[config.mk]
export PLATFORM = sky130hd
export DESIGN_NAME = plc_block
export DESIGN_NICKNAME = d
export VERILOG_FILES = /design/src/rtl/plc_pkg.sv /design/src/rtl/plc_cfg_store.sv /design/src/rtl/plc_and_array.sv /design/src/rtl/plc_sum_path.sv /design/src/rtl/plc_out_cells.sv /design/src/rtl/plc_block.sv
export SDC_FILE = /design/constraint.sdc
export NUM_CORES = 1
export LEC_CHECK = 0
export BUFFER_PORTS_ARGS = -buffer_cell sky130_fd_sc_hd__buf_2
export CELL_PAD_IN_SITES_DETAIL_PLACEMENT = 0
export CELL_PAD_IN_SITES_GLOBAL_PLACEMENT = 1
export CORE_MARGIN = 2
export CORE_UTILIZATION = 45
export CTS_CLUSTER_SIZE = 16
export DETAILED_ROUTE_END_ITERATION = 10
export HOLD_SLACK_MARGIN = 0.08
export PLACE_DENSITY = 0.77
export SLEW_MARGIN = 40
export SYNTH_ARGS = -nofsm -noshare
export SYNTH_HDL_FRONTEND = slang
export SYNTH_SLANG_ARGS = --single-unit
[constraint.sdc]
create_clock -name clk -period 6.9 [get_ports clk]
set_input_delay 0.69 -clock clk [delete_from_list [all_inputs] [get_ports clk]]
set_output_delay 0.69 -clock clk [all_outputs]
set_load 0.01 [all_outputs]
[src/rtl/plc_pkg.sv]
package plc_pkg;

    // Per-output cell mode; bit 0 is the short-path select.
    typedef struct packed {
        logic ptclk;   // bit 4: clock qualified by the clock term
        logic regd;    // bit 3: registered output
        logic inv;     // bit 2: output inversion
        logic xor_en;  // bit 1: XOR with the cell's dedicated term
        logic bypass;  // bit 0: four-term short path
    } cell_mode_t;

    localparam int MODE_W    = $bits(cell_mode_t);
    localparam int N_CTRL_PT = 3;
    localparam int CTRL_RST  = 0;
    localparam int CTRL_CLK  = 1;
    localparam int CTRL_OE   = 2;

endpackage

[src/rtl/plc_cfg_store.sv]
module plc_cfg_store #(
    parameter int CFG_W    = 32,
    parameter int N_WORDS  = 29,
    parameter int CFG_BITS = 928,
    parameter int AW       = 5
) (
    input  logic                clk,
    input  logic                rst_n,
    input  logic                cfg_we,
    input  logic [AW-1:0]       cfg_addr,
    input  logic [CFG_W-1:0]    cfg_wdata,
    output logic [CFG_BITS-1:0] cfg_bits
);

    localparam int FLAT_W = N_WORDS * CFG_W;

    logic [CFG_W-1:0]  words_d [N_WORDS];
    logic [CFG_W-1:0]  words_q [N_WORDS];
    logic [FLAT_W-1:0] flat;

    always_comb begin
        for (int w = 0; w < N_WORDS; w++) begin
            words_d[w] = words_q[w];
        end
        if (cfg_we && (int'(cfg_addr) < N_WORDS)) begin
            words_d[cfg_addr] = cfg_wdata;
        end
    end

    always_ff @(posedge clk or negedge rst_n) begin
        if (!rst_n) begin
            for (int w = 0; w < N_WORDS; w++) begin
                words_q[w] <= '0;
            end
        end else begin
            for (int w = 0; w < N_WORDS; w++) begin
                words_q[w] <= words_d[w];
            end
        end
    end

    always_comb begin
        for (int w = 0; w < N_WORDS; w++) begin
            flat[w*CFG_W +: CFG_W] = words_q[w];
        end
    end

    assign cfg_bits = flat[CFG_BITS-1:0];

    // an accepted write is visible in the addressed word one edge later
    a_r2_cfg_write: assert property (@(posedge clk) disable iff (!rst_n)
        (cfg_we && (int'(cfg_addr) < N_WORDS)) |=>
            (words_q[$past(cfg_addr)] == $past(cfg_wdata)));

endmodule

[src/rtl/plc_and_array.sv]
module plc_and_array #(
    parameter int N_IN = 18,
    parameter int N_PT = 23
) (
    input  logic [N_IN-1:0]        din,
    input  logic [N_PT*2*N_IN-1:0] cfg_pt,
    output logic [N_PT-1:0]        pt
);

    localparam int PT_W = 2 * N_IN;

    logic [PT_W-1:0] lit;

    // Literal k*2 is the true input, k*2+1 its complement.
    for (genvar i = 0; i < N_IN; i++) begin : g_lit
        assign lit[2*i]   = din[i];
        assign lit[2*i+1] = ~din[i];
    end

    for (genvar k = 0; k < N_PT; k++) begin : g_pt
        logic [PT_W-1:0] mask;
        assign mask  = cfg_pt[k*PT_W +: PT_W];
        assign pt[k] = (|mask) & (&(lit | ~mask));
    end

endmodule

[src/rtl/plc_sum_path.sv]
module plc_sum_path #(
    parameter int N_OUT      = 4,
    parameter int PT_PER_OUT = 5,
    parameter int BYP_PT     = 4
) (
    input  logic [N_OUT*PT_PER_OUT-1:0]       pt_sum,
    input  logic [N_OUT*N_OUT*PT_PER_OUT-1:0] share,
    input  logic [N_OUT-1:0]                  byp_v,
    input  logic [N_OUT-1:0]                  xor_v,
    input  logic [N_OUT-1:0]                  inv_v,
    output logic [N_OUT-1:0]                  comb
);

    localparam int N_SUM = N_OUT * PT_PER_OUT;
    localparam int XPT   = PT_PER_OUT - 1;

    for (genvar o = 0; o < N_OUT; o++) begin : g_cell
        logic [PT_PER_OUT-1:0] own;
        logic                  short_v;
        logic                  wide_v;
        assign own     = pt_sum[o*PT_PER_OUT +: PT_PER_OUT];
        assign short_v = |own[BYP_PT-1:0];
        assign wide_v  = (|(pt_sum & share[o*N_SUM +: N_SUM])) ^ (xor_v[o] & own[XPT]);
        assign comb[o] = (byp_v[o] ? short_v : wide_v) ^ inv_v[o];
    end

endmodule

[src/rtl/plc_out_cells.sv]
module plc_out_cells #(
    parameter int N_OUT = 4
) (
    input  logic             clk,
    input  logic             rst_n,
    input  logic             pt_rst,
    input  logic             pt_clk,
    input  logic [N_OUT-1:0] comb,
    input  logic [N_OUT-1:0] regd_v,
    input  logic [N_OUT-1:0] ptclk_v,
    output logic [N_OUT-1:0] dout
);

    typedef struct packed {
        logic [N_OUT-1:0] q;
    } cell_state_t;

    cell_state_t st_d;
    cell_state_t st_q;
    logic        clr;

    assign clr = ~rst_n | pt_rst;

    always_comb begin
        st_d = st_q;
        for (int o = 0; o < N_OUT; o++) begin
            if (!ptclk_v[o] || pt_clk) begin
                st_d.q[o] = comb[o];
            end
        end
    end

    always_ff @(posedge clk or posedge clr) begin
        if (clr) begin
            st_q <= '0;
        end else begin
            st_q <= st_d;
        end
    end

    for (genvar o = 0; o < N_OUT; o++) begin : g_out
        assign dout[o] = regd_v[o] ? st_q.q[o] : comb[o];

        // global-clock cells capture the function value at the edge
        a_r7_global_load: assert property (@(posedge clk) disable iff (clr)
            (!ptclk_v[o] && !pt_rst) |=> (st_q.q[o] == $past(comb[o])));

        // qualified-clock cells hold while the clock term is false
        a_r8_ptclk_hold: assert property (@(posedge clk) disable iff (clr)
            (ptclk_v[o] && !pt_clk && !pt_rst) |=> $stable(st_q.q[o]));
    end

    // registers read zero whenever the global reset is low
    a_r1_reset_clears: assert property (@(posedge clk)
        !rst_n |-> (st_q.q == '0));

    // registers read zero whenever the clear term is true
    a_r9_ptrst_clears: assert property (@(posedge clk) disable iff (!rst_n)
        pt_rst |-> (st_q.q == '0));

endmodule

[src/rtl/plc_block.sv]
module plc_block #(
    parameter int N_IN       = 18,
    parameter int N_OUT      = 4,
    parameter int PT_PER_OUT = 5,
    parameter int BYP_PT     = 4,
    parameter int CFG_W      = 32,
    localparam int N_SUM     = N_OUT * PT_PER_OUT,
    localparam int N_PT      = N_SUM + plc_pkg::N_CTRL_PT,
    localparam int PT_W      = 2 * N_IN,
    localparam int OCW       = plc_pkg::MODE_W + N_SUM,
    localparam int PT_BITS   = N_PT * PT_W,
    localparam int CFG_BITS  = PT_BITS + N_OUT * OCW,
    localparam int N_WORDS   = (CFG_BITS + CFG_W - 1) / CFG_W,
    localparam int AW        = $clog2(N_WORDS)
) (
    input  logic             clk,
    input  logic             rst_n,
    input  logic             cfg_we,
    input  logic [AW-1:0]    cfg_addr,
    input  logic [CFG_W-1:0] cfg_wdata,
    input  logic [N_IN-1:0]  din,
    output logic [N_OUT-1:0] dout,
    output logic             oe
);

    import plc_pkg::*;

    logic [CFG_BITS-1:0]    cfg_bits;
    logic [N_PT-1:0]        pt;
    logic [N_OUT*N_SUM-1:0] share;
    logic [N_OUT-1:0]       byp_v, xor_v, inv_v, regd_v, ptclk_v;
    logic [N_OUT-1:0]       comb;
    cell_mode_t             modes [N_OUT];

    plc_cfg_store #(
        .CFG_W    (CFG_W),
        .N_WORDS  (N_WORDS),
        .CFG_BITS (CFG_BITS),
        .AW       (AW)
    ) u_cfg (
        .clk       (clk),
        .rst_n     (rst_n),
        .cfg_we    (cfg_we),
        .cfg_addr  (cfg_addr),
        .cfg_wdata (cfg_wdata),
        .cfg_bits  (cfg_bits)
    );

    plc_and_array #(
        .N_IN (N_IN),
        .N_PT (N_PT)
    ) u_and (
        .din    (din),
        .cfg_pt (cfg_bits[PT_BITS-1:0]),
        .pt     (pt)
    );

    for (genvar o = 0; o < N_OUT; o++) begin : g_cfg
        localparam int BASE = PT_BITS + o * OCW;
        assign modes[o]                = cell_mode_t'(cfg_bits[BASE +: MODE_W]);
        assign share[o*N_SUM +: N_SUM] = cfg_bits[BASE + MODE_W +: N_SUM];
        assign byp_v[o]                = modes[o].bypass;
        assign xor_v[o]                = modes[o].xor_en;
        assign inv_v[o]                = modes[o].inv;
        assign regd_v[o]               = modes[o].regd;
        assign ptclk_v[o]              = modes[o].ptclk;
    end

    plc_sum_path #(
        .N_OUT      (N_OUT),
        .PT_PER_OUT (PT_PER_OUT),
        .BYP_PT     (BYP_PT)
    ) u_sum (
        .pt_sum (pt[N_SUM-1:0]),
        .share  (share),
        .byp_v  (byp_v),
        .xor_v  (xor_v),
        .inv_v  (inv_v),
        .comb   (comb)
    );

    plc_out_cells #(
        .N_OUT (N_OUT)
    ) u_cells (
        .clk     (clk),
        .rst_n   (rst_n),
        .pt_rst  (pt[N_SUM + CTRL_RST]),
        .pt_clk  (pt[N_SUM + CTRL_CLK]),
        .comb    (comb),
        .regd_v  (regd_v),
        .ptclk_v (ptclk_v),
        .dout    (dout)
    );

    // output enable comes straight from its control term
    assign oe = pt[N_SUM + CTRL_OE];

endmodule

==> impl_metrics.csv <==
group,metric,value,unit
status,status,"complete, no violations",
synthesis,ys_seq_area_share,54.09,%
hold_path,hold_path.class,"reg2async",
placed_design,hpwl,82.30,mm
detailed_routing,wirelength,142.0,mm
cts,post_cts_resize_count,0,
run,drv_cap,0,
cts,clockBufferDepth,3,
detailed_routing,via_count,28950,
cts,clk_pin_slew,0.06,ns
synthesis,synth_warnings,0,
die,io_pins,63,
global_route,antenna_found_initial,8,
die,dieArea,0.09831,mm²
die,die-width,313.5,µm
setup_path,rr_startpoint,"u_cfg.cfg_bits[75]",
die,core_area,0.09501,mm²
power,p_total,15.54,mW
global_route,track_usage,28.88,%
synthesis,yosys.cell_types.count,55,
setup_path,crit_path_start_kind,"input port",
sta,relSlewSlack,38.66,%
cts,ctsRootBufferMaster,"clkbuf_16",
cts,cts_tree,"built",
synthesis,synth_edf_count,0,
setup_path,crit_fanout,14,
power,power_density,319.6,mW/mm²
detailed_routing,drc,0,
synthesis,synth-main-ff-cell,"dfrtp_1",
sta,fmax,0.1758,GHz
die,die_h,313.5,µm
cts,cts-htree-levels,3,
setup_path,required,6.21,ns
global_route,grt_pass1_wl,207.2,mm
die,rows,113,
cts,numCtsBuffers,99,
final_layout,drive_gt1_share,39.49,%
final_layout,area_growth_syn_to_layout,12.80,%
setup_path,end_kind,"output port",
synthesis,synth.largest_area_cell,"dfrtp_1",
placed_design,port_buffers,62,
die,start_util,45.38,%
sta,hold_violations,0,
detailed_routing,drtIter0Drc,2770,
final_layout,layout_common_cells,"dfrtp_1 (932), mux2_2 (931), mux2i_1 (386)",
sta,skew,0.02427,ns
sta,rsz0062_at_grt,"no",
placed_design,place.gp.congestion,0.8773,
detailed_routing,first_pass_iters,5,
sta,tightest_slew,0.9202,ns
setup_path,reg2reg_depth,9,
global_route,grt-ovfl-total,0,
synthesis,synthCells,3199,
synthesis,async_flop_share,100.0,%
synthesis,synth_top_area_share,54.09,%
cts,post_cts_buffers,0,
final_layout,stdcell_area,0.04864,mm²
sta,min_period,5.688,ns
placed_design,placed_cell_area,0.04526,mm²
final_layout,instances_no_fill,4572,
power,peakVddDrop,0.2065,mV
placed_design,placedCellCount,4393,
sta,drv_slew,0,
detailed_routing,via_per_inst,6.332,
setup_path,r2r_slack,3.20,ns
final_layout,final_common_cell,"dfrtp_1",
global_route,grt_max_degree,122,
cts,holdBufCountCts,0,
power,power_leakage,22.09,nW
detailed_routing,routedWlPerCell,31.05,µm
detailed_routing,route.antenna.remaining_nets,0,
sta,post-route-period-util,82.43,%
setup_path,worstSetupPathType,"in2out",
final_layout,nNetsFinal,3290,
global_route,grt_pass1_vias,28830,
synthesis,ys_ff_latch,932,
synthesis,synthesis.nets,3257,
synthesis,synthTopCellsByArea,"dfrtp_1 (54%), mux2_2 (24%), mux2i_1 (9.0%)",
setup_path,reg2reg_to,"u_cells.st_q[1]",
sta,tns,0,ns
sta,setup_viol,0,
cts,cts_sinks,932,
cts,clock_latency,0.67,ns
setup_path,crit_arrival,5.00,ns
synthesis,syn-mean-instance-area,13.48,µm²
synthesis,syn-cell-area,0.04312,mm²
[cells in the mapped netlist (all sizes together) (2+ instances only)]
cell type and count:
and4 17, or3 21, nor3b 5, nor4 220
and3 6, a22o 2, nand3 38, nor4b 12
and2 4, nand4 119, nor2 27, nor2b 16
mux2i 386, o31ai 7, o31a 2, nor4bb 2
a22oi 11, nor3 41, or2 2, o21ai 9
a31oi 3, or4 6, clkbuf 177, inv 12
buf 68, mux2 936, a2111oi 13, a2111o 3
nand2 69, or3b 3, nand3b 7, nand4b 4
dfrtp 932, a211oi 10
[registers in the layout, indices dropped and copies added, names as in the netlist]
signal and count:
u_cells.st_q 4, u_cfg.cfg_bits 928
[critical path, cell delays in order]
cell       delay, ns
buf_2           0.68
buf_4           0.46
mux2i_1         0.23
nand4_1         0.10
or3_1           0.48
nor4b_1         0.62
a2111oi_0       0.18
nand4_1         0.20
o211ai_1        0.12
and4_1          0.20
o31ai_1         0.74
buf_2           0.28
[cells by family after synthesis]
kind of cell / synth area share (%)
AO/OA/AOI/OAI: 1.259
AND/OR/NAND/NOR: 8.566
multiplexers: 33.41
buffers and inverters: 2.676
flip-flops: 54.09
[through the flow]
stage	utilization, %	setup slack, ns	hold WS (ns)
3_3_place_gp	47.26	1.298	0.4412
3_5_place_dp	47.63	1.294	0.4314
4_1_cts	51.12	1.307	0.08970
5_1_grt	51.18	1.103	0.4836
6_report	51.19	1.212	0.4338
2_1_floorplan	-	2.817	0.3041
[worst max-delay path by stage]
stage	depth (start not counted)	slack (ns)	end	from
final	12	1.21	dout[2]	din[14]
after detailed placement	12	1.29	dout[2]	din[14]
after global placement	12	1.30	dout[2]	din[11]
after CTS	12	1.31	dout[2]	din[14]
after global routing	10	1.10	dout[2]	u_cfg.cfg_bits[426]
after floorplan	11	2.82	dout[1]	din[4]
[per-layer routing]
layer / vias up / share of wire, % / track usage (%)
li1: 12070 / - / -
met1: 15420 / 43 / 41.28
met2: 1173 / 45 / 45.18
met3: 295 / 7.6 / 4.559
met4: 0 / 3.8 / 9.406
met5: - / 0 / 0
[final cells by class]
class                           count  area, µm²
Fill cell                        8202      46380
Sequential cell                   932      23320
Multi-Input combinational cell   2010      18780
Clock buffer                      137       2841
Timing Repair Buffer              177       1589
Tap cell                         1265       1583
Clock inverter                     37      473.0
Inverter                           12      45.04
Antenna cell                        2      5.005
[power by group]
part / leakage (nW) / internal, mW / switching [mW]
Combinational: 8.46 / 1.36 / 1.30
Clock: 1.65 / 3.24 / 2.26
Sequential: 12.0 / 6.52 / 0.858
Total: 22.1 / 11.1 / 4.42
Power figures use the tool's default switching activity.
